`config.mk`:
```
export PLATFORM = sky130hd
export DESIGN_NAME = gpio_share_top
export DESIGN_NICKNAME = d
export VERILOG_FILES = /design/src/rtl/gpio_share_pkg.sv /design/src/rtl/gpio_core_regs.sv /design/src/rtl/gpio_pin_vote.sv /design/src/rtl/gpio_in_sync.sv /design/src/rtl/gpio_share_top.sv
export SDC_FILE = /design/constraint.sdc
export NUM_CORES = 1
export LEC_CHECK = 0
export BUFFER_PORTS_ARGS = -buffer_cell sky130_fd_sc_hd__buf_2
export CORE_AREA = 2 2 450 452
export CTS_CLUSTER_DIAMETER = 100
export CTS_CLUSTER_SIZE = 25
export DETAILED_ROUTE_END_ITERATION = 8
export DIE_AREA = 0 0 452 454
export PLACE_DENSITY = 0.4
export SETUP_SLACK_MARGIN = 0.4
export SYNTH_ARGS = -nofsm -noshare
export SYNTH_HDL_FRONTEND = slang
export SYNTH_SLANG_ARGS = --single-unit
```
`constraint.sdc`:
```
create_clock -name clk_i -period 1.45 [get_ports clk_i]
set_clock_uncertainty 0.15 [all_clocks]
set_input_delay 0.2175 -clock clk_i [delete_from_list [all_inputs] [get_ports clk_i]]
set_output_delay 0.2175 -clock clk_i [all_outputs]
set_load 0.01 [all_outputs]
```
`src/rtl/gpio_share_pkg.sv`:
```
package gpio_share_pkg;
  parameter int unsigned NUM_CORES = 8;
  parameter int unsigned NUM_PINS  = 32;
  parameter int unsigned SYNC_DEPTH = 2;
endpackage

```
`src/rtl/gpio_core_regs.sv`:
```
module gpio_core_regs #(
  parameter int unsigned NP = 32
) (
  input  logic          clk_i,
  input  logic          rst_ni,
  input  logic          dir_we_i,
  input  logic          out_we_i,
  input  logic [NP-1:0] wdata_i,
  output logic [NP-1:0] dir_o,
  output logic [NP-1:0] out_o
);
  always_ff @(posedge clk_i or negedge rst_ni) begin
    if (!rst_ni) begin
      dir_o <= '0;
      out_o <= '0;
    end else begin
      if (dir_we_i) dir_o <= wdata_i;
      if (out_we_i) out_o <= wdata_i;
    end
  end

  p_dir_load_r2: assert property (@(posedge clk_i) disable iff (!rst_ni)
    dir_we_i |=> dir_o == $past(wdata_i));
  p_out_load_r10: assert property (@(posedge clk_i) disable iff (!rst_ni)
    out_we_i |=> out_o == $past(wdata_i));
  p_dir_hold_r9: assert property (@(posedge clk_i) disable iff (!rst_ni)
    !dir_we_i |=> $stable(dir_o));
  p_out_hold_r9: assert property (@(posedge clk_i) disable iff (!rst_ni)
    !out_we_i |=> $stable(out_o));
endmodule

```
`src/rtl/gpio_pin_vote.sv`:
```
module gpio_pin_vote #(
  parameter int unsigned NC = 8,
  parameter int unsigned NP = 32
) (
  input  logic [NC-1:0]         active_i,
  input  logic [NC-1:0][NP-1:0] dir_i,
  input  logic [NC-1:0][NP-1:0] out_i,
  output logic [NP-1:0]         oe_o,
  output logic [NP-1:0]         lvl_o
);
  always_comb begin
    oe_o  = '0;
    lvl_o = '0;
    for (int c = 0; c < NC; c++) begin
      if (active_i[c]) begin
        oe_o  = oe_o  | dir_i[c];
        lvl_o = lvl_o | (dir_i[c] & out_i[c]);
      end
    end
  end
endmodule

```
`src/rtl/gpio_in_sync.sv`:
```
module gpio_in_sync #(
  parameter int unsigned NP    = 32,
  parameter int unsigned DEPTH = 2
) (
  input  logic          clk_i,
  input  logic          rst_ni,
  input  logic [NP-1:0] pad_i,
  output logic [NP-1:0] sync_o
);
  logic [DEPTH-1:0][NP-1:0] stage_q;

  always_ff @(posedge clk_i or negedge rst_ni) begin
    if (!rst_ni) stage_q <= '0;
    else begin
      stage_q[0] <= pad_i;
      for (int i = 1; i < DEPTH; i++) stage_q[i] <= stage_q[i-1];
    end
  end
  assign sync_o = stage_q[DEPTH-1];

  // cycles since reset, saturating, so $past stays inside valid history
  logic [1:0] age_q;
  always_ff @(posedge clk_i or negedge rst_ni) begin
    if (!rst_ni) age_q <= '0;
    else if (age_q != 2'd2) age_q <= age_q + 2'd1;
  end

  if (DEPTH == 2) begin : g_chk
    p_sync_delay_r8: assert property (@(posedge clk_i) disable iff (!rst_ni)
      age_q == 2'd2 |-> sync_o == $past(pad_i, 2));
  end
endmodule

```
`src/rtl/gpio_share_top.sv`:
```
module gpio_share_top
  import gpio_share_pkg::*;
#(
  parameter int unsigned NC = NUM_CORES,
  parameter int unsigned NP = NUM_PINS
) (
  input  logic                  clk_i,
  input  logic                  rst_ni,
  input  logic [NC-1:0]         core_active_i,
  input  logic [NC-1:0]         dir_we_i,
  input  logic [NC-1:0]         out_we_i,
  input  logic [NC-1:0][NP-1:0] wdata_i,
  output logic [NC-1:0][NP-1:0] dir_rdata_o,
  output logic [NC-1:0][NP-1:0] out_rdata_o,
  output logic [NC-1:0][NP-1:0] in_rdata_o,
  input  logic [NP-1:0]         pad_in_i,
  output logic [NP-1:0]         pad_oe_o,
  output logic [NP-1:0]         pad_out_o
);
  logic [NP-1:0] in_sync;

  for (genvar c = 0; c < NC; c++) begin : g_core
    gpio_core_regs #(.NP(NP)) regs_i (
      .clk_i    (clk_i),
      .rst_ni   (rst_ni),
      .dir_we_i (dir_we_i[c]),
      .out_we_i (out_we_i[c]),
      .wdata_i  (wdata_i[c]),
      .dir_o    (dir_rdata_o[c]),
      .out_o    (out_rdata_o[c])
    );
    assign in_rdata_o[c] = in_sync;
  end

  gpio_pin_vote #(.NC(NC), .NP(NP)) vote_i (
    .active_i (core_active_i),
    .dir_i    (dir_rdata_o),
    .out_i    (out_rdata_o),
    .oe_o     (pad_oe_o),
    .lvl_o    (pad_out_o)
  );

  gpio_in_sync #(.NP(NP), .DEPTH(SYNC_DEPTH)) sync_i (
    .clk_i  (clk_i),
    .rst_ni (rst_ni),
    .pad_i  (pad_in_i),
    .sync_o (in_sync)
  );

  p_reset_idle_r1: assert property (@(posedge clk_i)
    !rst_ni |-> pad_oe_o == '0);
  p_undriven_low_r7: assert property (@(posedge clk_i) disable iff (!rst_ni)
    (pad_out_o & ~pad_oe_o) == '0);
  p_no_active_r6: assert property (@(posedge clk_i) disable iff (!rst_ni)
    core_active_i == '0 |-> pad_oe_o == '0);
  p_no_write_stable_r2: assert property (@(posedge clk_i) disable iff (!rst_ni)
    (dir_we_i == '0 && out_we_i == '0 && $stable(core_active_i)) |=> $stable(pad_oe_o));
endmodule

```
==> results.sh <==
export IMPL_remaining_drc_errors=0
export IMPL_clock_sinks=576
export IMPL_synth_simple_area_share_pct=6.930
export IMPL_drive_gt1_share_pct=69.38
export IMPL_numCtsBuffers=41
export IMPL_clock_latency_ns=0.67
export IMPL_syn_to_final_growth_pct=89.53
export IMPL_antenna_found_initial=23
export IMPL_hold_class="primary input to flip-flop"
export IMPL_fmax_ghz=0.4171
export IMPL_setup_slack_ns=-0.9475
export IMPL_ios=1146
export IMPL_grt_pass1_wl_um=218500
export IMPL_drt_total_wl_um=167700
export IMPL_groute_usage_overall_pct=15.41
export IMPL_hold_ws_ns=-0.08492
export IMPL_vias=24350
export IMPL_placed_cells=5837
export IMPL_irDropWorstVdd_mv=0.7225
export IMPL_core_area_mm2=0.2009
export IMPL_yosys_warnings=0
export IMPL_synth_most_common_cell="dfrtp_1"
export IMPL_wire_per_inst_um=26.22
export IMPL_ant_nets=0
export IMPL_synth_mux_area_share_pct=22.13
export IMPL_synth_edff_count=0
export IMPL_routed_via_density=3.807
export IMPL_synth_cells=1945
export IMPL_yosysSeqAreaShare_pct=55.32
export IMPL_layout_min_cycle_time_ns=2.397
export IMPL_cts_tree="built"
export IMPL_clockBufferDepth=3
export IMPL_synth_avg_cell_area_um2=13.40
export IMPL_syn_nets=2259
export IMPL_worstPathRequired_ns=1.08
export IMPL_synth_flop_cell="dfrtp_1"
export IMPL_critical_path_class="flip-flop to primary output"
export IMPL_syn_area_mm2=0.02605
export IMPL_grt_pass1_vias=24930
export IMPL_synth_common_cells="dfrtp_1, mux2_2, buf_4"
export IMPL_grt_overflow=0
export IMPL_num_rows=165
export IMPL_synth_top_area_share_pct=55.32
export IMPL_p_leak_nw=22.84
export IMPL_min_delay_start="out_we_i[2]"
export IMPL_status="finished with violations"
export IMPL_timing_rr_end="g_core[0].regs_i.out_o[13]"
export IMPL_synth_compound_area_share_pct=5.412
export IMPL_clockRootBuffer="clkbuf_16"
export IMPL_cp_start_kind="flip-flop"
export IMPL_fin_crit_sh_pct=165.3
export IMPL_synthXorXnorAreaFrac_pct=0
export IMPL_violations="negative hold slack, negative setup slack"
export IMPL_yosys_area_share_adder_pct=0
export IMPL_synth_top_family_by_area="multiplexers"
export IMPL_async_reset_ff_share_pct=100.0
export IMPL_r2r_setup_slack_ns=-0.22
export IMPL_min_to="g_core[2].regs_i.out_o[5]"
export IMPL_power_density_mw_per_mm2=993.3
export IMPL_postLayoutCoreUtil_pct=24.58
export IMPL_hold_violations=119
export IMPL_synth_top_area_cell="dfrtp_1"
export IMPL_netlist_top_cells_area="dfrtp_1, mux2_2, buf_4"
export IMPL_dp_slack_ns=-0.5878
export IMPL_place_gp_congestion=0.9039
export IMPL_port_buffers=1145
export IMPL_r2r_start="g_core[0].regs_i.out_o[13]"
export IMPL_min_path_cells=3
export IMPL_maxCapViolCount=0
export IMPL_max_slew_margin_pct=39.20
export IMPL_fin_cells=6396
export IMPL_worstMarginPinSlew_ns=0.9090
export IMPL_first_iter_violations=1334
export IMPL_die_w_um=452
export IMPL_drt_pass1_iterations=5
export IMPL_clk_pin_slew_ns=0.11
export IMPL_r2r_cells=8
export IMPL_cp_arrival_ns=2.03
export IMPL_postLayoutCellArea_mm2=0.04938
export IMPL_start_util_pct=12.97
export IMPL_yosysUniqueCellTypes=18
export IMPL_placed_area_mm2=0.03846
export IMPL_crit_fanout=2
export IMPL_crit_path_end_kind="primary output"
export IMPL_synth_seq_cells=576
export IMPL_die_area_mm2=0.2052
export IMPL_slew_violations=0
export IMPL_setup_violations=888
export IMPL_h_tree_depth=2
export IMPL_hpwl_um=131600
export IMPL_die_y_um=454
export IMPL_grt_setup_unrepaired="yes"
export IMPL_nets=3996
export IMPL_grt_max_degree=42
==> power by group <==
group	switching [mW]	internal (mW)	leakage (nW)
logic	6.83	8.74	15.5
clock network	7.54	6.32	0.728
registers	1.97	17.6	6.60
==> layer usage <==
metal / wire length [um] / track usage (%) / up-vias / share of wire [%]
li1: - / - / 10370 / -
met1: 64850 / 17.88 / 12640 / 39
met2: 87320 / 27.99 / 1091 / 52
met3: 8400 / 2.582 / 254 / 5.0
met4: 7147 / 6.098 / 2 / 4.3
met5: 14 / 0 / - / 0.0083
==> critical path, cell delays in order, from the launching register on <==
cell and delay [ns]:
dfrtp_1 0.41, and3_4 0.18, a31oi_4 0.15, nand4_1 0.33, buf_2 0.28
==> worst max-delay path by stage <==
stage	from	endpoint	slack (ns)	cells past startpoint
finish	g_core[0].regs_i.out_o[13]	pad_out_o[13]	-0.95	4
global route	g_core[0].regs_i.out_o[13]	pad_out_o[13]	-0.99	4
CTS	g_core[0].regs_i.out_o[13]	pad_out_o[13]	-1.01	4
detailed placement	core_active_i[3]	pad_oe_o[1]	-0.59	6
global placement	core_active_i[3]	pad_oe_o[1]	-0.60	6
floorplan	g_core[3].regs_i.dir_o[0]	pad_oe_o[0]	0.12	3
==> state kept, by name, summed over array words and instances, names as in the netlist <==
register / cells
sync_i.sync_o: 32
g_core.regs_i.dir_o: 256
sync_i.stage_q: 32
g_core.regs_i.out_o: 256
==> cell families (layout without fill, tap and decap cells) <==
logic type / count (synthesis) / count (layout)
buffers and inverters: 376 / 2144
AOI/OAI and AO/OA: 160 / 160
and+or+nand+nor: 321 / 321
other: 0 / 11
muxes: 512 / 512
DFF: 576 / 576
==> layout by cell type (no fill, tap or decap), types with 10 or more instances in the layout <==
cell	instances
dfrtp_2	132
mux2_4	467
dfrtp_1	444
mux2_2	32
and3_4	22
buf_6	786
and3_1	10
nand4_1	32
and4_1	24
a22o_1	33
nand3_2	33
buf_12	65
dlygate4sd3_1	319
a31oi_1	12
buf_2	660
a22oi_1	57
buf_4	234
nand3_1	189
clkbuf_16	42
a221oi_2	29
diode_2	11
a31oi_4	16
mux2_1	13
==> cell type report <==
type                       count  area [um2]
timing repair buffer        2070       18490
tap                         2672        3343
clock inverter                25       431.7
multi-input combinational    993       11400
antenna                       11       27.53
sequential                   576       14580
clock buffer                  49        1107
fill                       21150      151500
==> through the flow <==
step | power [mW] | TNS, ns
global route | 51.05 | -293.65
global placement | 31.61 | -25.90
finish | 49.05 | -230.08
floorplan | 24.73 | 0
CTS | 48.72 | -294.04
detailed placement | 31.60 | -25.87
==> timing repair <==
item                       4_1_cts  5_1_grt
hold endpoints to repair      1120      184
pin swaps                      126       46
buffers inserted                91       64
resized for setup              780      404
hold buffers                   318        1
setup endpoints to repair     1028     1760
Note: power is estimated with default switching activity, not from simulation.
